**src/rtl/rtg_pkg.sv**
```systemverilog
// Shared constants for the raster timing generator: register addresses
// and the layout of the two per-field banks. Assumes a 4-bit address.
package rtg_pkg;

    localparam int ADDR_W = 4;

    typedef enum logic [ADDR_W-1:0] {
        RA_MODE    = 4'd0,
        RA_HTOTAL  = 4'd1,
        RA_VISIBLE = 4'd2,
        RA_HSYNC   = 4'd3
    } shared_addr_e;

    // Per-field banks start at BANK_BASE, one bank every BANK_STRIDE words.
    localparam int BANK_BASE   = 4;
    localparam int BANK_STRIDE = 4;
    localparam int OFF_LINES   = 0;
    localparam int OFF_VBL_PIX = 1;
    localparam int OFF_VS_LINE = 2;
    localparam int OFF_VS_PIX  = 3;
    localparam int NUM_BANKS   = 2;

endpackage

```
**src/rtl/rtg_regs.sv**
```systemverilog
// Shadow and live timing settings. Writes land in the shadow set; the
// whole set is copied to the live set on the 'apply' pulse (frame end).
// Assumes apply comes from the counter and is a single-cycle pulse.
module rtg_regs
    import rtg_pkg::*;
#(
    parameter int CW              = 12,
    parameter int DEF_HTOTAL      = 12,
    parameter int DEF_HVIS        = 8,
    parameter int DEF_VVIS        = 4,
    parameter int DEF_HS_BEG      = 9,
    parameter int DEF_HS_END      = 11,
    parameter int DEF_LINES       = 7,
    parameter int DEF_VBL_BEG     = 8,
    parameter int DEF_VBL_END     = 9,
    parameter int DEF_VS_LINE_BEG = 5,
    parameter int DEF_VS_LINE_END = 6,
    parameter int DEF_VS_PIX_BEG  = 2,
    parameter int DEF_VS_PIX_END  = 2
) (
    input  logic                          clk,
    input  logic                          rst_n,
    input  logic                          wr_en,
    input  logic [ADDR_W-1:0]             wr_addr,
    input  logic [2*CW-1:0]               wr_data,
    input  logic                          apply,
    output logic                          live_il,
    output logic [CW-1:0]                 live_htotal,
    output logic [CW-1:0]                 live_hvis,
    output logic [CW-1:0]                 live_vvis,
    output logic [CW-1:0]                 live_hs_beg,
    output logic [CW-1:0]                 live_hs_end,
    output logic [NUM_BANKS-1:0][CW-1:0]  live_lines,
    output logic [NUM_BANKS-1:0][CW-1:0]  live_vbl_beg,
    output logic [NUM_BANKS-1:0][CW-1:0]  live_vbl_end,
    output logic [NUM_BANKS-1:0][CW-1:0]  live_vs_lbeg,
    output logic [NUM_BANKS-1:0][CW-1:0]  live_vs_lend,
    output logic [NUM_BANKS-1:0][CW-1:0]  live_vs_pbeg,
    output logic [NUM_BANKS-1:0][CW-1:0]  live_vs_pend
);

    logic [CW-1:0] lo_f, hi_f;
    assign lo_f = wr_data[CW-1:0];
    assign hi_f = wr_data[2*CW-1:CW];

    logic          sh_il;
    logic [CW-1:0] sh_htotal, sh_hvis, sh_vvis, sh_hs_beg, sh_hs_end;

    // Shadow copy of the shared settings, written by the register port.
    always_ff @(posedge clk) begin
        if (!rst_n) begin
            sh_il     <= 1'b0;
            sh_htotal <= CW'(DEF_HTOTAL);
            sh_hvis   <= CW'(DEF_HVIS);
            sh_vvis   <= CW'(DEF_VVIS);
            sh_hs_beg <= CW'(DEF_HS_BEG);
            sh_hs_end <= CW'(DEF_HS_END);
        end else if (wr_en) begin
            case (wr_addr)
                RA_MODE:    sh_il     <= wr_data[0];
                RA_HTOTAL:  sh_htotal <= lo_f;
                RA_VISIBLE: begin sh_hvis <= lo_f; sh_vvis <= hi_f; end
                RA_HSYNC:   begin sh_hs_beg <= lo_f; sh_hs_end <= hi_f; end
                default: ;
            endcase
        end
    end

    // Live copy of the shared settings, loaded at frame end.
    always_ff @(posedge clk) begin
        if (!rst_n) begin
            live_il     <= 1'b0;
            live_htotal <= CW'(DEF_HTOTAL);
            live_hvis   <= CW'(DEF_HVIS);
            live_vvis   <= CW'(DEF_VVIS);
            live_hs_beg <= CW'(DEF_HS_BEG);
            live_hs_end <= CW'(DEF_HS_END);
        end else if (apply) begin
            live_il     <= sh_il;
            live_htotal <= sh_htotal;
            live_hvis   <= sh_hvis;
            live_vvis   <= sh_vvis;
            live_hs_beg <= sh_hs_beg;
            live_hs_end <= sh_hs_end;
        end
    end

    for (genvar b = 0; b < NUM_BANKS; b++) begin : g_bank
        localparam logic [ADDR_W-1:0] A_BASE = ADDR_W'(BANK_BASE + b * BANK_STRIDE);
        logic [CW-1:0] sh_lines, sh_vbl_beg, sh_vbl_end;
        logic [CW-1:0] sh_vs_lbeg, sh_vs_lend, sh_vs_pbeg, sh_vs_pend;

        // Shadow copy of this field's bank.
        always_ff @(posedge clk) begin
            if (!rst_n) begin
                sh_lines   <= CW'(DEF_LINES);
                sh_vbl_beg <= CW'(DEF_VBL_BEG);
                sh_vbl_end <= CW'(DEF_VBL_END);
                sh_vs_lbeg <= CW'(DEF_VS_LINE_BEG);
                sh_vs_lend <= CW'(DEF_VS_LINE_END);
                sh_vs_pbeg <= CW'(DEF_VS_PIX_BEG);
                sh_vs_pend <= CW'(DEF_VS_PIX_END);
            end else if (wr_en) begin
                if (wr_addr == A_BASE + ADDR_W'(OFF_LINES))
                    sh_lines <= lo_f;
                if (wr_addr == A_BASE + ADDR_W'(OFF_VBL_PIX)) begin
                    sh_vbl_beg <= lo_f;
                    sh_vbl_end <= hi_f;
                end
                if (wr_addr == A_BASE + ADDR_W'(OFF_VS_LINE)) begin
                    sh_vs_lbeg <= lo_f;
                    sh_vs_lend <= hi_f;
                end
                if (wr_addr == A_BASE + ADDR_W'(OFF_VS_PIX)) begin
                    sh_vs_pbeg <= lo_f;
                    sh_vs_pend <= hi_f;
                end
            end
        end

        // Live copy of this field's bank, loaded at frame end.
        always_ff @(posedge clk) begin
            if (!rst_n) begin
                live_lines[b]   <= CW'(DEF_LINES);
                live_vbl_beg[b] <= CW'(DEF_VBL_BEG);
                live_vbl_end[b] <= CW'(DEF_VBL_END);
                live_vs_lbeg[b] <= CW'(DEF_VS_LINE_BEG);
                live_vs_lend[b] <= CW'(DEF_VS_LINE_END);
                live_vs_pbeg[b] <= CW'(DEF_VS_PIX_BEG);
                live_vs_pend[b] <= CW'(DEF_VS_PIX_END);
            end else if (apply) begin
                live_lines[b]   <= sh_lines;
                live_vbl_beg[b] <= sh_vbl_beg;
                live_vbl_end[b] <= sh_vbl_end;
                live_vs_lbeg[b] <= sh_vs_lbeg;
                live_vs_lend[b] <= sh_vs_lend;
                live_vs_pbeg[b] <= sh_vs_pbeg;
                live_vs_pend[b] <= sh_vs_pend;
            end
        end
    end

endmodule

```
**src/rtl/rtg_counter.sv**
```systemverilog
// Pixel, line and field counters. The pixel counter wraps at the line total;
// the line counter wraps at the current field's line count; the field bit
// toggles at a line wrap in interlaced mode only. Flags the last pixel of a
// frame. Assumes totals of at least 1 that change only at frame end.
module rtg_counter #(
    parameter int CW = 12
) (
    input  logic          clk,
    input  logic          rst_n,
    input  logic          il,
    input  logic [CW-1:0] htotal,
    input  logic [CW-1:0] lines,
    output logic [CW-1:0] cnt_h,
    output logic [CW-1:0] cnt_v,
    output logic          fld,
    output logic          frame_end
);

    logic h_last, v_last;
    assign h_last = (cnt_h == htotal - CW'(1));
    assign v_last = (cnt_v == lines - CW'(1));

    // Frame end: last pixel of the field that closes a frame.
    assign frame_end = h_last && v_last && (!il || fld);

    // Advance the raster position by one pixel per clock.
    always_ff @(posedge clk) begin
        if (!rst_n) begin
            cnt_h <= '0;
            cnt_v <= '0;
            fld   <= 1'b0;
        end else if (h_last) begin
            cnt_h <= '0;
            if (v_last) begin
                cnt_v <= '0;
                fld   <= il ? ~fld : 1'b0;
            end else begin
                cnt_v <= cnt_v + CW'(1);
            end
        end else begin
            cnt_h <= cnt_h + CW'(1);
        end
    end

endmodule

```
**src/rtl/rtg_decode.sv**
```systemverilog
// Compares the raster position with the live settings of the current field
// and registers every timing output, so all of them move on the same edge.
// Assumes begin positions precede end positions within a field.
module rtg_decode
    import rtg_pkg::*;
#(
    parameter int CW = 12
) (
    input  logic                          clk,
    input  logic                          rst_n,
    input  logic [CW-1:0]                 cnt_h,
    input  logic [CW-1:0]                 cnt_v,
    input  logic                          fld,
    input  logic [CW-1:0]                 hvis,
    input  logic [CW-1:0]                 vvis,
    input  logic [CW-1:0]                 hs_beg,
    input  logic [CW-1:0]                 hs_end,
    input  logic [NUM_BANKS-1:0][CW-1:0]  lines,
    input  logic [NUM_BANKS-1:0][CW-1:0]  vbl_beg,
    input  logic [NUM_BANKS-1:0][CW-1:0]  vbl_end,
    input  logic [NUM_BANKS-1:0][CW-1:0]  vs_lbeg,
    input  logic [NUM_BANKS-1:0][CW-1:0]  vs_lend,
    input  logic [NUM_BANKS-1:0][CW-1:0]  vs_pbeg,
    input  logic [NUM_BANKS-1:0][CW-1:0]  vs_pend,
    output logic                          hsync,
    output logic                          vsync,
    output logic                          hblank,
    output logic                          vblank,
    output logic                          active,
    output logic                          field_id,
    output logic [CW-1:0]                 pix_x,
    output logic [CW-1:0]                 line_y
);

    // True when (v,h) is at or after (lv,lh), ordering lines before pixels.
    function automatic logic reached(input logic [CW-1:0] v, input logic [CW-1:0] h,
                                     input logic [CW-1:0] lv, input logic [CW-1:0] lh);
        return (v > lv) || ((v == lv) && (h >= lh));
    endfunction

    logic n_hblank, n_hsync, n_vblank, n_vsync, vbl_over;

    // Next values of the timing flags for the current position.
    always_comb begin
        n_hblank = (cnt_h >= hvis);
        n_hsync  = (cnt_h >= hs_beg) && (cnt_h < hs_end);
        vbl_over = (cnt_v == lines[fld] - CW'(1)) && (cnt_h >= vbl_end[fld]);
        n_vblank = reached(cnt_v, cnt_h, vvis, vbl_beg[fld]) && !vbl_over;
        n_vsync  = reached(cnt_v, cnt_h, vs_lbeg[fld], vs_pbeg[fld]) &&
                   !reached(cnt_v, cnt_h, vs_lend[fld], vs_pend[fld]);
    end

    // Output register stage for flags and coordinates.
    always_ff @(posedge clk) begin
        if (!rst_n) begin
            hsync    <= 1'b0;
            vsync    <= 1'b0;
            hblank   <= 1'b0;
            vblank   <= 1'b0;
            active   <= 1'b0;
            field_id <= 1'b0;
            pix_x    <= '0;
            line_y   <= '0;
        end else begin
            hsync    <= n_hsync;
            vsync    <= n_vsync;
            hblank   <= n_hblank;
            vblank   <= n_vblank;
            active   <= !n_hblank && !n_vblank;
            field_id <= fld;
            pix_x    <= cnt_h;
            line_y   <= cnt_v;
        end
    end

endmodule

```
**src/rtl/raster_timing_gen.sv**
```systemverilog
// Top of the raster timing generator: register file, counters and output
// decode. Assumes a valid setting set (visible sizes below totals, sync
// windows inside the field) is present whenever it becomes live.
module raster_timing_gen
    import rtg_pkg::*;
#(
    parameter int CW              = 12,
    parameter int DEF_HTOTAL      = 12,
    parameter int DEF_HVIS        = 8,
    parameter int DEF_VVIS        = 4,
    parameter int DEF_HS_BEG      = 9,
    parameter int DEF_HS_END      = 11,
    parameter int DEF_LINES       = 7,
    parameter int DEF_VBL_BEG     = 8,
    parameter int DEF_VBL_END     = 9,
    parameter int DEF_VS_LINE_BEG = 5,
    parameter int DEF_VS_LINE_END = 6,
    parameter int DEF_VS_PIX_BEG  = 2,
    parameter int DEF_VS_PIX_END  = 2
) (
    input  logic              clk,
    input  logic              rst_n,
    input  logic              wr_en,
    input  logic [3:0]        wr_addr,
    input  logic [2*CW-1:0]   wr_data,
    output logic              hsync,
    output logic              vsync,
    output logic              hblank,
    output logic              vblank,
    output logic              active,
    output logic              field_id,
    output logic [CW-1:0]     pix_x,
    output logic [CW-1:0]     line_y
);

    logic                          live_il;
    logic [CW-1:0]                 live_htotal, live_hvis, live_vvis;
    logic [CW-1:0]                 live_hs_beg, live_hs_end;
    logic [NUM_BANKS-1:0][CW-1:0]  live_lines, live_vbl_beg, live_vbl_end;
    logic [NUM_BANKS-1:0][CW-1:0]  live_vs_lbeg, live_vs_lend, live_vs_pbeg, live_vs_pend;
    logic [CW-1:0]                 cnt_h, cnt_v, cur_lines;
    logic                          fld, frame_end;

    assign cur_lines = live_lines[fld];

    rtg_regs #(
        .CW(CW), .DEF_HTOTAL(DEF_HTOTAL), .DEF_HVIS(DEF_HVIS), .DEF_VVIS(DEF_VVIS),
        .DEF_HS_BEG(DEF_HS_BEG), .DEF_HS_END(DEF_HS_END), .DEF_LINES(DEF_LINES),
        .DEF_VBL_BEG(DEF_VBL_BEG), .DEF_VBL_END(DEF_VBL_END),
        .DEF_VS_LINE_BEG(DEF_VS_LINE_BEG), .DEF_VS_LINE_END(DEF_VS_LINE_END),
        .DEF_VS_PIX_BEG(DEF_VS_PIX_BEG), .DEF_VS_PIX_END(DEF_VS_PIX_END)
    ) u_regs (
        .clk(clk), .rst_n(rst_n), .wr_en(wr_en), .wr_addr(wr_addr), .wr_data(wr_data),
        .apply(frame_end), .live_il(live_il), .live_htotal(live_htotal),
        .live_hvis(live_hvis), .live_vvis(live_vvis),
        .live_hs_beg(live_hs_beg), .live_hs_end(live_hs_end),
        .live_lines(live_lines), .live_vbl_beg(live_vbl_beg), .live_vbl_end(live_vbl_end),
        .live_vs_lbeg(live_vs_lbeg), .live_vs_lend(live_vs_lend),
        .live_vs_pbeg(live_vs_pbeg), .live_vs_pend(live_vs_pend)
    );

    rtg_counter #(.CW(CW)) u_cnt (
        .clk(clk), .rst_n(rst_n), .il(live_il), .htotal(live_htotal), .lines(cur_lines),
        .cnt_h(cnt_h), .cnt_v(cnt_v), .fld(fld), .frame_end(frame_end)
    );

    rtg_decode #(.CW(CW)) u_dec (
        .clk(clk), .rst_n(rst_n), .cnt_h(cnt_h), .cnt_v(cnt_v), .fld(fld),
        .hvis(live_hvis), .vvis(live_vvis), .hs_beg(live_hs_beg), .hs_end(live_hs_end),
        .lines(live_lines), .vbl_beg(live_vbl_beg), .vbl_end(live_vbl_end),
        .vs_lbeg(live_vs_lbeg), .vs_lend(live_vs_lend),
        .vs_pbeg(live_vs_pbeg), .vs_pend(live_vs_pend),
        .hsync(hsync), .vsync(vsync), .hblank(hblank), .vblank(vblank),
        .active(active), .field_id(field_id), .pix_x(pix_x), .line_y(line_y)
    );

endmodule

```
**config.mk**
```make
export PLATFORM = sky130hd
export DESIGN_NAME = raster_timing_gen
export DESIGN_NICKNAME = d
export VERILOG_FILES = /design/src/rtl/rtg_pkg.sv /design/src/rtl/rtg_regs.sv /design/src/rtl/rtg_counter.sv /design/src/rtl/rtg_decode.sv /design/src/rtl/raster_timing_gen.sv
export SDC_FILE = /design/constraint.sdc
export NUM_CORES = 1
export LEC_CHECK = 0
export BUFFER_PORTS_ARGS = -buffer_cell sky130_fd_sc_hd__buf_2
export CORE_MARGIN = 4
export CORE_UTILIZATION = 60
export DETAILED_ROUTE_END_ITERATION = 6
export HOLD_SLACK_MARGIN = 0.03
export PLACE_DENSITY = 0.84
export SYNTH_ARGS = -nofsm -noshare
export SYNTH_HDL_FRONTEND = slang
export SYNTH_SLANG_ARGS = --single-unit
```
**constraint.sdc**
```tcl
create_clock -name clk -period 6.2 [get_ports clk]
set_clock_uncertainty 0.2 [all_clocks]
set_input_delay 1.24 -clock clk [delete_from_list [all_inputs] [get_ports clk]]
set_output_delay 1.24 -clock clk [all_outputs]
set_load 0.05 [all_outputs]
```
**Word level (Yosys, flattened, before mapping)**

Index checks and enable logic that the tools add are counted.

- Bits in registers: 513
- Input port bits: 31
- Output and inout bits: 30
- Logic and storage cells: 134

- Add/sub/neg operators: 4
- $lt $le $gt $ge: 11
- Equality and inequality tests: 16
- Multiplexer cells: 16
- Bitwise operators: 2
- Reduce and logical (&&, ||, !) cells: 34

Operator list:

| cell | number |
|---|---|
| 12-bit 2-to-1 mux | 15 |
| 12-bit >= comparator | 6 |
| 12-bit equality test | 5 |
| 12-bit greater-than comparator | 3 |
| 2-bit AND reduction | 13 |
| 12-bit by 1-bit adder with 12-bit output, second input constant | 2 |
| 12-bit by 1-bit subtractor with 12-bit output, second input constant | 2 |
| 4-bit by 3-bit equality test with 1-bit output, second input constant | 4 |
| 4-bit equality test, second input constant | 4 |
| 12-bit < comparator | 1 |
| 1-bit logical AND | 10 |
| 4-bit by 2-bit equality test with 1-bit output, second input constant | 2 |
| 1-bit zero test | 5 |
| 4-bit by 1-bit equality test with 1-bit output, second input constant | 1 |
| 4-bit zero test | 1 |
| 1-bit logical OR | 4 |
| 1-bit by 2-bit < comparator with 1-bit output, second input constant | 1 |
| 1-bit inverter | 2 |
| 2-bit OR reduction | 1 |
| 1-bit 2-to-1 mux | 1 |

**Depth between registers and ports, before layout**

Gate-level depths: netlist (run 1).

- Depth in word-level cells: 9
- Depth in mapped cells: 18
- Gate-level depth less buffers: 10

**Cells and area by module**

Synthesis (run 1) repeated with hierarchy kept, for this count alone.

- Cell total of the unflattened synthesis: 2,398
- Area, all modules: 24,000.5 µm²

By module, submodules not included:

| module | instances | cells an instance | area an instance (µm²) | sequential area each (µm²) |
|---|---|---|---|---|
| rtg_regs | 1 | 1,563 | 16,858.7 | 9,168.8 |
| rtg_decode | 1 | 561 | 4,895.9 | 600.6 |
| rtg_counter | 1 | 261 | 2,062.0 | 500.5 |
| raster_timing_gen | 1 | 13 | 183.9 | 0.0 |

**Worst setup path before layout (run 1)**

OpenSTA, ideal clock, no wires.

- Kind: flip-flop to flip-flop
- From: register u_cnt.fld
- To: register u_regs.live_hs_beg[10]
- Setup time: 0.116 ns
- Arrival time: 4.606 ns
- Data required time: 5.884 ns
- Setup slack: 1.277 ns
- Stages on the path, launching flop included: 19
- Path buffers: 8
- Period minus slack after synthesis: 4.923 ns
- Cell sequence: dfxtp_1 buf_2 buf_2 buf_2 buf_1 buf_1 mux2i_1 ha_1 nor4b_1 a31oi_1 or4_1 a21oi_1 o22ai_1 or4_1 buf_2 buf_6 buf_2 nand2_1 a21boi_1

- Cells in the longest elaborated chain, start to end: 6
- Elaborated cells between the ends (all ways): 7
- Classes of those cells: 1 x add/sub; 1 x eq/ne; 2 x mux; 3 x reduce/logical

RTL lines:

| what | RTL line | RTL |
|---|---|---|
| start: declaration | rtg_counter.sv:15 | `output logic fld,` |
| start signal: assignment | rtg_counter.sv:36 | `fld <= il ? ~fld : 1'b0;` |
| 12-bit 2-to-1 mux (implied by the code) (2 in a row) | raster_timing_gen.sv:44 | `assign cur_lines = live_lines[fld];` |
| 12-bit by 1-bit subtractor with 12-bit output | rtg_counter.sv:21 | `assign v_last = (cnt_v == lines - CW'(1));` |
| 12-bit equality test | rtg_counter.sv:21 |  |
| 1-bit logical AND | rtg_counter.sv:24 | `assign frame_end = h_last && v_last && (!il \|\| fld);` |
| 1-bit logical AND (*) | rtg_counter.sv:24 |  |
| end signal: assignment | rtg_regs.sv:76 | `live_hs_beg <= CW'(DEF_HS_BEG);` |
| end signal: assignment | rtg_regs.sv:83 | `live_hs_beg <= sh_hs_beg;` |
| end: declaration | rtg_regs.sv:31 | `output logic [CW-1:0] live_hs_beg,` |

Every way passes the cells marked *; elsewhere a longest branch is shown, timed or not. The select of a mux whose other input is x is not followed.
A chain may end at the register's enable or synchronous reset.

**Worst setup path in the final report (run 1)**

- From: register u_cnt.fld
- To: register u_regs.live_htotal[8]

- Cells in the longest elaborated chain, start to end: 6
- Elaborated cells between the ends (all ways): 7
- Classes of those cells: 1 x add/sub; 1 x eq/ne; 2 x mux; 3 x reduce/logical

RTL lines:

| what | RTL line | RTL |
|---|---|---|
| 12-bit 2-to-1 mux (implied by the code) (2 in a row) | raster_timing_gen.sv:44 |  |
| 12-bit by 1-bit subtractor with 12-bit output | rtg_counter.sv:21 |  |
| 12-bit equality test | rtg_counter.sv:21 |  |
| 1-bit logical AND | rtg_counter.sv:24 |  |
| 1-bit logical AND (*) | rtg_counter.sv:24 |  |
| end signal: assignment | rtg_regs.sv:73 | `live_htotal <= CW'(DEF_HTOTAL);` |
| end signal: assignment | rtg_regs.sv:80 | `live_htotal <= sh_htotal;` |
| end: declaration | rtg_regs.sv:28 | `output logic [CW-1:0] live_htotal,` |

Marks and branches as above.

==> results of run 1 <==
final cells by class:
type | count | area, sq um
tap | 511 | 639
antenna | 3 | 7.51
multi-input combinational | 1968 | 11900
inverter | 48 | 180
timing repair buffer | 93 | 583
sequential | 513 | 10300
clock buffer | 74 | 1510
clock inverter | 22 | 150
fill | 2974 | 12700
state kept, by name (all words and copies together), names as in the netlist, 24 cells and up:
signal / cells
u_regs.g_bank.sh_lines: 24
u_regs.live_lines: 24
u_regs.live_vs_lend: 24
u_regs.live_vs_pbeg: 24
u_regs.g_bank.sh_vbl_beg: 24
u_regs.g_bank.sh_vs_pbeg: 24
u_regs.live_vs_lbeg: 24
u_regs.g_bank.sh_vs_lbeg: 24
u_regs.live_vbl_end: 24
u_regs.live_vbl_beg: 24
u_regs.live_vs_pend: 24
u_regs.g_bank.sh_vs_pend: 24
u_regs.g_bank.sh_vs_lend: 24
u_regs.g_bank.sh_vbl_end: 24
per-layer routing:
metal	up-vias	share of wire, %	wire length [microns]	GRT usage (%)
li1	8952	-	-	-
met1	9063	41	24600	37.0
met2	661	47	28200	47.0
met3	184	7.7	4630	4.35
met4	0	4.8	2880	13.7
met5	-	0	0	0
worst register-to-register path, cell delays in order (launching register included):
cell	delay (ns)
dfxtp_4	0.78
mux2i_1	0.35
ha_1	0.26
nor4b_1	0.35
a31oi_1	0.12
or4_1	0.57
a21oi_1	0.23
o22ai_1	0.21
or4_4	0.93
buf_4	0.47
mux2i_1	0.24
nor2b_1	0.07
cell usage after synthesis (6+ instances only):
| library cell | count | area (sq um) |
|---|---|---|
| nand3_1 | 82 | 410 |
| a21boi_1 | 123 | 923 |
| mux2_2 | 6 | 67.6 |
| nor2_1 | 44 | 165 |
| nand2b_1 | 19 | 119 |
| buf_6 | 7 | 78.8 |
| or3_1 | 6 | 37.5 |
| nand4_1 | 16 | 100 |
| xnor2_1 | 30 | 263 |
| a21oi_1 | 35 | 175 |
| and3_1 | 9 | 56.3 |
| nor3_1 | 19 | 95.1 |
| dfxtp_1 | 513 | 10300 |
| xor2_1 | 21 | 184 |
| a31oi_1 | 7 | 43.8 |
| ha_1 | 123 | 1540 |
| buf_2 | 34 | 170 |
| nor3b_1 | 9 | 67.6 |
| inv_1 | 48 | 180 |
| nor2b_1 | 53 | 332 |
| buf_4 | 14 | 105 |
| a21o_1 | 22 | 165 |
| mux2i_1 | 117 | 1170 |
| buf_1 | 7 | 26.3 |
| a21boi_0 | 232 | 1740 |
| nand2_1 | 860 | 3230 |
| clkbuf_1 | 128 | 480 |
| nor4_1 | 8 | 50.1 |
| o211ai_1 | 11 | 82.6 |
| and2_1 | 31 | 194 |
| o21ai_0 | 25 | 125 |
logic make-up (layout without fill, tap and decap cells):
logic type | Yosys count | count (layout) | share of synthesized area [%]
simple gates | 1180 | 1180 | 21.8
xor+xnor | 51 | 51 | 1.93
buf+inv | 239 | 237 | 4.52
other cells | 0 | 3 | 0
compound gates | 491 | 491 | 15.4
mux | 123 | 123 | 5.35
fa+ha+maj | 123 | 123 | 6.65
flops | 513 | 513 | 44.4
report_power, final:
part | leakage [nW] | total (W) | switching (W) | internal (W)
Sequential | 4.14 | 0.00333 | 0.0000136 | 0.00332
Clock | 0.824 | 0.00302 | 0.00129 | 0.00173
Combinational | 4.48 | 0.000240 | 0.000159 | 0.0000819
Total | 9.44 | 0.00659 | 0.00146 | 0.00513
final timing paths:
check | to | slack [ns] | cells past startpoint
max reg2reg | u_regs.live_htotal[8] | 1.28 | 11
min reg2reg | u_regs.live_hs_beg[7] | 0.25 | 2
min | u_regs.live_hs_beg[7] | 0.25 | 2
max | u_regs.live_htotal[8] | 1.28 | 11
through the flow:
stage	utilization (%)	worst slack [ns]	area (sq um)	std cells	power, W
finish	66.6	1.28	25200	3232	0.00659
global route	66.6	0.922	25200	3231	0.00678
CTS	66.5	1.29	25200	3229	0.00662
detailed placement	62.2	1.32	23500	3133	0.00364
global placement	62.2	1.53	23500	3133	0.00364
floorplan	-	1.28	23200	2720	0.00356
==> metrics.txt, run 1 <==
Clk pin slew, worst setup/hold paths ~0.060 ns; worst min-delay path category flop to flop; Routed WL per cell between 15 and 20 microns; Synthesized Nets approximately 2,900; startpoint types flop; sequential area share after synthesis roughly 44%; Core ar. approximately 38,000 sq um; crit path kind flop to flop; ys flop type dfxtp_1; hold slack 0.246 ns; Crit path largest cell delay about 0.93 ns; most frequent cells in the layout 860 x nand2_1, 512 x dfxtp_1, 232 x a21boi_0, 123 x a21boi_1, 123 x ha_1; total global routing overflow 0; Synth Cell Area 23,200 sq um; Antenna Nets Post-Route 0; cell family with most CP delay simple AND/OR/NAND/NOR gates; Post-synth EDFFs 0; period utilisation layout between 70 and 80%; layout cells sized above 1 approximately 7.2%; CTS H-Tree Depth 2; Rel. slew slack between 10% and 20%; Hold Vio Cnt, Final 0; Slowest cell on crit path or4_4; commonest non-fill, non-tap cell in the layout nand2_1; Max-cap violations 0; routability cong. 0.855; Worst-Margin Slew 1.21 ns; crit-path most repeated cell mux2i_1; clk_lat worst skew between 0.5 and 0.6 ns; vias in the first global route 18,174; crit path from u_cnt.fld; cell row count 71; critical path endpoint category flop; Starting Density about three fifths; total leakage power between 9 and 10 nW; Buf/Inv on CP 1; Arr. time, crit path between 5 and 6 ns; CTS tree yes; Clock Sinks 513; share of async-settable or async-resettable flops after synthesis 0%; crit-path max FO 83; unique cell type count in the Yosys netlist 62; clock buffer depth 3; CTS buffer count between 50 and 60; Detailed Place HPWL between 30,000 and 40,000 microns; NumNets Final ~2,800; crit path cell chain mux2i_1, ha_1, nor4b_1, a31oi_1, or4_1, a21oi_1, o22ai_1, or4_4, buf_4, mux2i_1, nor2b_1; initial antenna violation count 2; routed vias 18,860; Max Fclk 203 MHz; worst endpoint required time ~6.5 ns; status complete, no violations; global-route wire length before repair between 90,000 and 100,000 microns; hold_sp u_regs.sh_hs_beg[7]; Chip Height about 200 microns; hold bufs inserted after CTS 0; io pins 61; pwr/cell area 262 nW/um^2; Mapped Cells 2,720; setup TNS 0 ns; peak supply drop ~0.25 mV; Seq cells post-synth approximately 500; Layout area overhead 8.80%; largest net degree at the start of global routing 176; drt initial violations 1,712; drt drc 0; Yosys warning count 0; first-pass detailed-route iteration total 5; # port buffers 60; syn avg cell area between 8 and 9 sq um; Die Area about 42,000 sq um; Vias/cell ~6; final wirelength just over 60,000 microns; setup bufs post-CTS 0; root buf cell clkbuf_16; all-layer global routing usage about 29%; Die X 204 microns; RSZ-0062 raised after global routing no; Final Max Tran Viols 0; minimum clock period roughly 4.9 ns; Reg-to-Reg Start u_cnt.fld; final setup vio count 0; Post-CTS Resized 0
Note: power is estimated with default switching activity, not from simulation.
==> run 2: changes to the inputs <==
--- a/config.mk
+++ b/config.mk
@@ -7,10 +7,10 @@
 export LEC_CHECK = 0
 export BUFFER_PORTS_ARGS = -buffer_cell sky130_fd_sc_hd__buf_2
 export CORE_MARGIN = 4
-export CORE_UTILIZATION = 60
+export CORE_UTILIZATION = 56
 export DETAILED_ROUTE_END_ITERATION = 6
 export HOLD_SLACK_MARGIN = 0.03
-export PLACE_DENSITY = 0.84
+export PLACE_DENSITY = 0.83
 export SYNTH_ARGS = -nofsm -noshare
 export SYNTH_HDL_FRONTEND = slang
 export SYNTH_SLANG_ARGS = --single-unit
==> constraint.sdc (replaced) <==
create_clock -name clk -period 4 [get_ports clk]
set_clock_uncertainty 0.2 [all_clocks]
set_input_delay 0.8 -clock clk [delete_from_list [all_inputs] [get_ports clk]]
set_output_delay 0.8 -clock clk [all_outputs]
set_load 0.05 [all_outputs]
==> metrics.txt, run 2 (same netlist as run 1, synthesis figures left out) <==
Placed Area 23,800 sq um (+1.2%); critical path endpoint category flop; Hold Vio Cnt, Final 0 (unchanged); Vias/cell 5.83 (-0.10%); global-route wire length before repair 98,000 microns (+1.9%); Gate power share 3.6% (about the same); total global routing overflow 0 (unchanged); pwr/cell area 412 nW/um^2 (+57%); first-pass detailed-route iteration total 7 (+2); cell family with most CP delay simple AND/OR/NAND/NOR gates; Crit path largest cell delay 0.56 ns (-0.37 ns); routed vias 19,062 (+1.1%); crit-path max FO 124 (+49%); # fillers 3,197 (+7.5%); crit path cell chain mux2i_2, ha_2, nor4b_4, a31oi_1, or4_1, a21oi_2, o22ai_2, or4_4, buf_12, nand2_1, nand3_1; Layout area overhead 10.7%; hold_sp u_regs.live_vs_lend[12]; startpoint types flop; Routed WL per cell 19.0 microns (+1.6%); Max-cap violations 0 (unchanged); Arr. time, crit path 4.05 ns (-1.12 ns); drt drc 1 (+1); CTS tree yes; r2r worst-path depth 11 (unchanged); worst min-delay path category flop to flop; failing checks DRC; Clk pin slew, worst setup/hold paths 0.06 ns (about the same); Worst Hold Depth 2 (unchanged); RSZ-0062 raised after global routing no; Hold Path Sink u_regs.live_vs_lend[12]; peak supply drop 0.355 mV (+44%); Starting Density 56.7% (-4.5 points); Chip Height 211 microns (+3.4%); final wirelength 62,100 microns (+2.8%); most frequent cells in the layout 860 x nand2_1, 512 x dfxtp_1, 232 x a21boi_0, 123 x a21boi_1, 122 x ha_1; Buf/Inv on CP 1 (unchanged); layout cells sized above 1 8.34% (+1.1 points); r2r endpoint u_regs.live_vs_pbeg[13]; CTS buffer count 50 (-3.8%); root buf cell clkbuf_16; Antenna Nets Post-Route 0 (unchanged); crit path from u_cnt.fld; crit path kind flop to flop; final std cell area, no fill 25,600 sq um (+1.7%); NumNets Final 2,848 (+0.64%); Max Fclk 262 MHz (+29%); Rel. slew slack 18.8% (-0.25 points); all-layer global routing usage 27.2% (-1.4 points); commonest non-fill, non-tap cell in the layout nand2_1; Die X 211 microns (+3.4%); clock buffer depth 3 (unchanged); minimum clock period 3.81 ns (-1.10 ns); # port buffers 60 (unchanged); total leakage power 9.63 nW (+2.0%); vias in the first global route 18,683 (+2.8%); io pins 61 (unchanged); setup TNS 0 ns (unchanged); R2R setup slack 0.19 ns (-1.10 ns); Core ar. 40,800 sq um (+7.9%); worst endpoint required time 4.24 ns (-2.21 ns); Clock Sinks 513 (unchanged); largest net degree at the start of global routing 171 (-2.8%); Pint 0.00824 W (+61%); status finished with violations; CTS H-Tree Depth 2 (unchanged); Final Max Tran Viols 0 (unchanged); Reg power frac 49.0% (-1.5 points); Worst-Margin Slew 1.22 ns (+0.00380 ns); clk_lat worst skew 0.57 ns (about the same); Slowest cell on crit path or4_4; clock power share 47.4% (+1.6 points); cell row count 74 (+4.2%); final setup vio count 0 (unchanged); period utilisation layout 95.3% (+16 points); Psw 0.00230 W (+57%); switching share of power 21.9% (-0.33 points); Power, Total 0.0105 W (+60%); routability cong. 0.902 (+5.5%); Detailed Place HPWL 38,700 microns (+3.0%); drt initial violations 1,966 (+15%); Reg-to-Reg Start u_cnt.fld; Die Area 44,700 sq um (+6.9%); initial antenna violation count 3 (+1)
-- run 2: cell type report --
class / count / area [sq um] / share of cell area (%)
Multi-Input combinational cell: 1968 / 11900 / 46.4
Sequential cell: 513 / 10300 / 40.1
Clock buffer: 72 / 1560 / 6.08
Timing Repair Buffer: 113 / 825 / 3.22
Tap cell: 532 / 666 / 2.60
Clock inverter: 20 / 219 / 0.855
Inverter: 48 / 180 / 0.703
Antenna cell: 4 / 10.0 / 0.0391
-- run 2: worst reg2reg max path, cell delays in order (launching register included) --
cell	delay [ns]
dfxtp_4	0.49
mux2i_2	0.31
ha_2	0.27
nor4b_4	0.25
a31oi_1	0.10
or4_1	0.55
a21oi_2	0.18
o22ai_2	0.15
or4_4	0.56
buf_12	0.25
nand2_1	0.27
nand3_1	0.09
-- run 2: how the worst max path moves through the flow --
stage | to | slack (ns) | cells after the start
5_1_grt | u_regs.live_hs_beg[0] | 0.03 | 11
2_1_floorplan | u_regs.live_hs_beg[10] | 0.01 | 18
4_1_cts | u_regs.live_lines[0] | 0.06 | 11
6_report | u_regs.live_vs_pbeg[13] | 0.19 | 11
3_3_place_gp | u_regs.live_lines[23] | 0.28 | 9
3_5_place_dp | u_regs.live_lines[23] | 0.10 | 11
-- run 2: power by group through the flow --
stage	combinational [W]	sequential [W]	clock, W
after detailed placement	0.000373	0.00528	0
final	0.000384	0.00517	0.00499
after global routing	0.000407	0.00517	0.00525
after floorplan	0.000237	0.00528	0
after global placement	0.000364	0.00528	0
after CTS	0.000376	0.00516	0.00503
-- run 2: routing by layer --
| metal | track usage [%] | wire, microns | vias to the layer above |
|---|---|---|---|
| li1 | - | - | 8969 |
| met2 | 44.8 | 28700 | 782 |
| met1 | 34.8 | 24700 | 9099 |
| met4 | 13.2 | 3210 | 0 |
| met5 | 0 | 0 | - |
| met3 | 4.67 | 5450 | 212 |
-- run 2: metrics by stage --
| step | utilization [%] | hold slack, ns | cells | setup slack [ns] |
|---|---|---|---|---|
| after floorplan | - | 0.227 | 2720 | 0.0150 |
| after global placement | 58.3 | 0.235 | 3174 | 0.283 |
| after detailed placement | 58.3 | 0.243 | 3174 | 0.104 |
| after CTS | 62.7 | 0.251 | 3266 | 0.0588 |
| after global routing | 62.7 | 0.264 | 3269 | 0.0264 |
| final | 62.7 | 0.250 | 3270 | 0.187 |
-- run 2: repair_timing --
action                     4_1_cts  5_1_grt
setup buffers                    0        0
gates resized for setup          0        4
hold buffers                     0        0
setup endpoints to repair        0      116
